[src/rtl/dly_enc_pkg.sv]
`timescale 1ns/1ps
package dly_enc_pkg;

    localparam int PSC_W    = 2;
    localparam int SCL_W    = 4;
    // widest candidate: 7 << 16
    localparam int CAND_W   = PSC_W + 1 + (1 << SCL_W);
    localparam int NS_DIV_W = 30;
    localparam logic [NS_DIV_W-1:0] NS_PER_S = 30'd1000000000;

    typedef enum logic [1:0] {
        ST_IDLE,
        ST_DIV,
        ST_SRCH
    } enc_state_t;

    typedef struct packed {
        logic [PSC_W-1:0] psc;
        logic [SCL_W-1:0] scl;
    } code_pair_t;

    // cycles produced by a code pair: (2p+1) * 2^(s+1)
    function automatic logic [CAND_W-1:0] cand_value(code_pair_t c);
        logic [CAND_W-1:0] base;
        base = CAND_W'({c.psc, 1'b1});
        return base << ({1'b0, c.scl} + 5'd1);
    endfunction

endpackage

[src/rtl/dly_div.sv]
`timescale 1ns/1ps
module dly_div #(
    parameter int NUM_W = 64,
    parameter int DEN_W = 30,
    parameter logic [DEN_W-1:0] DEN = 30'd1000000000
) (
    input  logic             clk,
    input  logic             rst,
    input  logic             go,
    input  logic [NUM_W-1:0] num,
    output logic [NUM_W-1:0] quo,
    output logic             rem_nz,
    output logic             fin
);
    localparam int CNT_W = $clog2(NUM_W + 1);

    logic [NUM_W-1:0] shreg;
    logic [DEN_W-1:0] rem_q;
    logic [CNT_W-1:0] cnt;
    logic             busy;
    logic [DEN_W:0]   trial;
    logic [DEN_W:0]   diff;
    logic             fits;
    logic [NUM_W-1:0] num_keep;

    always_comb begin
        trial = {rem_q, shreg[NUM_W-1]};
        fits  = trial >= {1'b0, DEN};
        diff  = fits ? (trial - {1'b0, DEN}) : trial;
    end

    always_ff @(posedge clk) begin
        if (rst) begin
            shreg    <= '0;
            rem_q    <= '0;
            cnt      <= '0;
            busy     <= 1'b0;
            fin      <= 1'b0;
            num_keep <= '0;
        end else begin
            fin <= 1'b0;
            if (go && !busy) begin
                shreg    <= num;
                num_keep <= num;
                rem_q    <= '0;
                cnt      <= CNT_W'(NUM_W);
                busy     <= 1'b1;
            end else if (busy) begin
                shreg <= {shreg[NUM_W-2:0], fits};
                rem_q <= diff[DEN_W-1:0];
                cnt   <= cnt - 1'b1;
                if (cnt == CNT_W'(1)) begin
                    busy <= 1'b0;
                    fin  <= 1'b1;
                end
            end
        end
    end

    assign quo    = shreg;
    assign rem_nz = |rem_q;

    AST_DIV_EXACT: assert property (@(posedge clk) disable iff (rst)
        fin |-> ((2*NUM_W)'(shreg) * (2*NUM_W)'(DEN) + (2*NUM_W)'(rem_q))
                == (2*NUM_W)'(num_keep));
    AST_REM_BOUND: assert property (@(posedge clk) disable iff (rst)
        rem_q < DEN);

endmodule

[src/rtl/dly_search.sv]
`timescale 1ns/1ps
module dly_search
    import dly_enc_pkg::*;
#(
    parameter int NEED_W = 64
) (
    input  logic              clk,
    input  logic              rst,
    input  logic              go,
    input  logic [NEED_W-1:0] need,
    output code_pair_t        res,
    output logic              sat,
    output logic              fin
);
    logic              busy;
    logic [NEED_W-1:0] need_q;
    code_pair_t        cur;
    code_pair_t        best;
    logic [CAND_W-1:0] best_val;
    logic              found;

    logic [CAND_W-1:0] cv;
    logic              hit, take, found_n, adv, last_psc, last_scl;
    code_pair_t        best_n;
    logic [CAND_W-1:0] bval_n;

    always_comb begin
        cv       = cand_value(cur);
        hit      = need_q <= NEED_W'(cv);
        take     = busy && hit && (!found || cv < best_val);
        found_n  = found | take;
        best_n   = take ? cur : best;
        bval_n   = take ? cv : best_val;
        last_scl = cur.scl == '1;
        last_psc = cur.psc == '1;
        adv      = hit || last_scl;
    end

    always_ff @(posedge clk) begin
        if (rst) begin
            busy     <= 1'b0;
            need_q   <= '0;
            cur      <= '0;
            best     <= '0;
            best_val <= '0;
            found    <= 1'b0;
            res      <= '0;
            sat      <= 1'b0;
            fin      <= 1'b0;
        end else begin
            fin <= 1'b0;
            if (go && !busy) begin
                busy     <= 1'b1;
                need_q   <= need;
                cur      <= '0;
                best     <= '0;
                best_val <= '0;
                found    <= 1'b0;
            end else if (busy) begin
                found    <= found_n;
                best     <= best_n;
                best_val <= bval_n;
                if (adv) begin
                    if (last_psc) begin
                        busy <= 1'b0;
                        fin  <= 1'b1;
                        sat  <= !found_n;
                        res  <= found_n ? best_n : '1;
                    end else begin
                        cur.psc <= cur.psc + 1'b1;
                        cur.scl <= '0;
                    end
                end else begin
                    cur.scl <= cur.scl + 1'b1;
                end
            end
        end
    end

    AST_BEST_COVERS: assert property (@(posedge clk) disable iff (rst)
        found |-> need_q <= NEED_W'(best_val));
    AST_FIN_PULSE: assert property (@(posedge clk) disable iff (rst)
        fin |=> !fin);

endmodule

[src/rtl/dly_scale_enc.sv]
`timescale 1ns/1ps
module dly_scale_enc
    import dly_enc_pkg::*;
#(
    parameter int DLY_W  = 32,
    parameter int RATE_W = 32
) (
    input  logic              clk,
    input  logic              rst,
    input  logic              start,
    input  logic [DLY_W-1:0]  dly_ns,
    input  logic [RATE_W-1:0] rate_hz,
    output logic              done,
    output logic              sat,
    output logic [PSC_W-1:0]  psc_code,
    output logic [SCL_W-1:0]  scl_code
);
    localparam int PROD_W = DLY_W + RATE_W;

    enc_state_t        state;
    logic [DLY_W-1:0]  dly_q;
    logic [RATE_W-1:0] rate_q;
    logic [PROD_W-1:0] prod;
    logic [PROD_W-1:0] need_q;
    logic              div_go, srch_go;
    logic [PROD_W-1:0] quo;
    logic              rem_nz, div_fin;
    code_pair_t        s_res;
    logic              s_sat, s_fin;

    assign prod = PROD_W'(dly_q) * PROD_W'(rate_q);

    dly_div #(
        .NUM_W (PROD_W),
        .DEN_W (NS_DIV_W),
        .DEN   (NS_PER_S)
    ) u_div (
        .clk    (clk),
        .rst    (rst),
        .go     (div_go),
        .num    (prod),
        .quo    (quo),
        .rem_nz (rem_nz),
        .fin    (div_fin)
    );

    dly_search #(
        .NEED_W (PROD_W)
    ) u_srch (
        .clk  (clk),
        .rst  (rst),
        .go   (srch_go),
        .need (need_q),
        .res  (s_res),
        .sat  (s_sat),
        .fin  (s_fin)
    );

    always_ff @(posedge clk) begin
        if (rst) begin
            state    <= ST_IDLE;
            dly_q    <= '0;
            rate_q   <= '0;
            need_q   <= '0;
            div_go   <= 1'b0;
            srch_go  <= 1'b0;
            done     <= 1'b0;
            sat      <= 1'b0;
            psc_code <= '0;
            scl_code <= '0;
        end else begin
            done    <= 1'b0;
            div_go  <= 1'b0;
            srch_go <= 1'b0;
            unique case (state)
                ST_IDLE: if (start) begin
                    dly_q  <= dly_ns;
                    rate_q <= rate_hz;
                    div_go <= 1'b1;
                    state  <= ST_DIV;
                end
                ST_DIV: if (div_fin) begin
                    need_q  <= quo + PROD_W'(rem_nz);
                    srch_go <= 1'b1;
                    state   <= ST_SRCH;
                end
                ST_SRCH: if (s_fin) begin
                    psc_code <= s_res.psc;
                    scl_code <= s_res.scl;
                    sat      <= s_sat;
                    done     <= 1'b1;
                    state    <= ST_IDLE;
                end
                default: state <= ST_IDLE;
            endcase
        end
    end

    AST_DONE_PULSE: assert property (@(posedge clk) disable iff (rst)
        done |=> !done);
    AST_HOLD_RESULT: assert property (@(posedge clk) disable iff (rst)
        !done |-> ($stable(psc_code) && $stable(scl_code) && $stable(sat)));
    AST_SAT_CODES: assert property (@(posedge clk) disable iff (rst)
        sat |-> (psc_code == '1 && scl_code == '1));
    AST_RESULT_COVERS: assert property (@(posedge clk) disable iff (rst)
        (done && !sat) |-> need_q <= PROD_W'(cand_value('{psc: psc_code, scl: scl_code})));
    AST_RESULT_TIGHT: assert property (@(posedge clk) disable iff (rst)
        (done && !sat && scl_code != '0) |->
        PROD_W'(cand_value('{psc: psc_code, scl: scl_code - 1'b1})) < need_q);
    AST_START_IGNORED: assert property (@(posedge clk) disable iff (rst)
        (state != ST_IDLE && start) |=> ($stable(dly_q) && $stable(rate_q)));

endmodule

[config.mk]
export PLATFORM = sky130hd
export DESIGN_NAME = dly_scale_enc
export DESIGN_NICKNAME = d
export VERILOG_FILES = /design/src/rtl/dly_enc_pkg.sv /design/src/rtl/dly_div.sv /design/src/rtl/dly_search.sv /design/src/rtl/dly_scale_enc.sv
export SDC_FILE = /design/constraint.sdc
export NUM_CORES = 2
export LEC_CHECK = 0
export BUFFER_PORTS_ARGS = -buffer_cell sky130_fd_sc_hd__buf_4
export CAP_MARGIN = 10
export CORE_MARGIN = 2
export CORE_UTILIZATION = 55
export DETAILED_ROUTE_END_ITERATION = 8
export GPL_TIMING_DRIVEN = 0
export PLACE_DENSITY_LB_ADDON = 0.2
export SYNTH_ARGS = -nofsm -noshare
export SYNTH_HDL_FRONTEND = slang
export SYNTH_HIERARCHICAL = 1
export SYNTH_SLANG_ARGS = --single-unit
[constraint.sdc]
create_clock -name clk -period 8.4 [get_ports clk]
set_input_delay 1.68 -clock clk [delete_from_list [all_inputs] [get_ports clk]]
set_output_delay 1.68 -clock clk [all_outputs]
set_load 0.05 [all_outputs]
==> run metrics <==
RR Startpoint=dly_q[8]$_SDFFE_PP0P_; Clock Pin Slew Worst Setup and Hold Paths=60 ps; Synth-to-Final Area Change=10.95%; NumNets Final=slightly above 7000; Inserted Clock Buffers=44; total power=~0.006 W; Post-synth EDFFs=0; synthesized instance count=around 5700; actual slew at the worst max-slew pin=approximately 1400 ps; setup slack at placement=-1206 ps; DP HPWL=~140000 microns; R2R setup slack=90 ps; post-synth top area share=between 30% and 40%; Slowest-stage cell, CP=fa_1; Post-Syn Nets=between 6000 and 7000; max incr delay on CP=slightly below 700 ps; final wirelength=approximately 170000 microns; VDD IR-drop max=161.2 uV; H-tree depth=2; grt total ovfl=0; Max Clk Rate=roughly 120 MHz; Synth area leader=fa_1; Worst-Skew Late Latency=~660 ps; top cells by area, synth=fa_1 36%, dfxtp_1 14%, and2_1 7.9%; clock sinks=around 350; hold_buf cts=0; clock skew=between 40 and 50 ps; first-pass detailed-route iteration total=6; setup slack after layout=91.98 ps; vias per cell=5.865; ratio of final minimum period to clock period=between 90% and 100%; Synth cell types=84; routability cong.=about 1.1; Row Count=110; initial drt markers=around 4300; leading cell types in the layout, fill and taps excluded=942 x inv_1, 877 x fa_1, 822 x nand2_1, 620 x and2_1, 326 x nor2_1; Die ar.=~90000 sq um; Max transition margin=under 10%; routed vias=41630; Syn Area/Cell=between 8 and 9 sq um; root buffer cell=clkbuf_16; Max Slew Vio Count=0; Yosys warnings=6; Reg-to-Reg End=u_div/quo[56]$_SDFFE_PP0P_; Fin. Hold Viols=0; core area=89600 sq um; DRC viols=0; first-pass GRT wire length=around 260000 microns; initial antenna violation count=24; pin count of the biggest net entering global routing=14; Crit path top cell by count=fa_1; sequential area share after synthesis=~14%; GR Util All Layers=38.21%; Critical Path Source Type=register; Die W=between 300 and 400 microns; async set-or-reset flop fraction in the synthesized netlist=0%; Worst Path Required=roughly 9000 ps; Yosys reg bits=between 300 and 400; critical path class=reg -> reg; Worst Path Max Fanout=10; clock tree buffer depth=3; Port Buffers=74; Pwr per Cell Area=between 100 and 150 nW/um^2; CP Capture Type=register; Tmin final=8308 ps; Synth Cell Area=just under 50000 sq um; Top FF cell, synth=dfxtp_1; number of global-route vias before repair=between 40000 and 50000; CP startpoint=dly_q[8]$_SDFFE_PP0P_; die height=around 300 microns; Leak=about 25 nW; max cap viols=0; final setup vio count=0; Initial Util=a little under three fifths; Ports=75; status=finished clean; RSZ-0062 raised after global routing=true; fraction of layout cells with a size suffix above 1=between 8 and 9%; HP Class=reg -> reg; Final ANT Viol Nets=0; crit path to=u_div/quo[56]$_SDFFE_PP0P_; worst path arrival time=roughly 8900 ps; Worst Reg-to-Reg Cells=29; CTS tree=done; commonest non-fill, non-tap cell in the layout=inv_1; routed len/inst=~25 microns
-- through the flow --
step	utilization, %	hold WS [ps]	area, sq um	TNS (ps)	std cells
floorplan	-	431.9	49490	0	5721
global placement	57.50	438.8	51520	-13920	6971
detailed placement	57.51	445.0	51530	-13930	6971
CTS	60.21	449.2	53950	0	7051
global route	61.26	470.0	54890	-76.70	7090
finish	61.28	446.3	54910	0	7098
-- cells in the mapped netlist (54+ instances only) --
master,n
nand2_1,823
nor2_1,327
fa_1,896
inv_1,943
o21ai_0,78
xor2_1,54
clkbuf_1,302
a21oi_1,307
mux2i_1,107
xnor2_1,68
a211oi_1,67
dfxtp_1,348
and2_1,623
ha_1,309
-- flip-flops by register name, indices dropped and copies added, names as in the netlist, 2 cells and up --
| signal | flops |
|---|---|
| dly_q | 32 |
| need_q | 64 |
| psc_code | 2 |
| rate_q | 32 |
| scl_code | 4 |
| state | 2 |
| u_div/cnt | 7 |
| u_div/quo | 64 |
| u_div/rem_q | 30 |
| u_srch/best | 6 |
| u_srch/best_val | 19 |
| u_srch/cur | 6 |
| u_srch/need_q | 64 |
| u_srch/res | 6 |
-- cell families (layout without fill, tap and decap cells) --
family                     after synthesis  after routing  share of synthesized area (%)
AOI/OAI and AO/OA                      612            612                          7.632
xor gates and xnor gates               122            122                          2.159
adders and majority gates             1205           1205                          44.06
buffers and inverters                 1281           1473                          9.850
DFF                                    348            348                          14.08
muxes                                  109            109                          2.210
other                                    0              9                              0
and+or+nand+nor                       2044           2044                          20.02
-- metal layers --
layer	track usage, %	vias up	routed length (microns)
met5	0	-	111
met4	23.66	16	12960
li1	-	18000	-
met3	11.09	615	21400
met1	51.41	20680	67740
met2	54.32	2327	72780
-- area by class of cell --
cell class,instances,area [sq um]
inverter,944,3543
timing repair buffer,113,848.3
fill,7945,34690
antenna,9,22.52
sequential,348,7092
multi-input combinational,4092,37970
tap,1176,1471
clock buffer,56,1256
buffer,336,2415
clock inverter,24,295.3
-- worst min path at each step --
stage,start,endpoint,slack (ps),cells after the start
2_1_floorplan,u_srch/best_val[5]$_SDFFE_PP0P_,u_srch/best_val[5]$_SDFFE_PP0P_,430,2
4_1_cts,need_q[7]$_SDFFE_PP0P_,u_srch/need_q[7]$_SDFFE_PP0P_,450,2
3_3_place_gp,u_srch/best_val[4]$_SDFFE_PP0P_,u_srch/best_val[4]$_SDFFE_PP0P_,440,2
5_1_grt,u_srch/need_q[37]$_SDFFE_PP0P_,u_srch/need_q[37]$_SDFFE_PP0P_,470,2
3_5_place_dp,u_srch/best_val[4]$_SDFFE_PP0P_,u_srch/best_val[4]$_SDFFE_PP0P_,440,2
6_report,need_q[7]$_SDFFE_PP0P_,u_srch/need_q[7]$_SDFFE_PP0P_,450,2
-- power breakdown --
group | total, W | internal [W] | switching [W] | leakage, nW
clock | 0.00205 | 0.00119 | 0.000852 | 0.766
sequential | 0.00180 | 0.00170 | 0.000103 | 2.84
combinational | 0.00225 | 0.000821 | 0.00143 | 21.9
total | 0.00610 | 0.00371 | 0.00238 | 25.5
-- timing repair --
action,4_1_cts,5_1_grt
pin swaps,1,48
buffers inserted,0,39
gates resized for setup,348,355
gates cloned,0,0
setup endpoints to repair,28,15
-- critical path, delay by kind of cell, from the launching register on --
kind / cells / cell delay [ps]
simple gates: 6 / 920
fa+ha+maj: 9 / 4370
flops: 1 / 480
buf+inv: 6 / 590
xor+xnor: 1 / 230
compound gates: 6 / 1580
mux: 1 / 100
No activity file was read; power rests on OpenSTA's default activity.
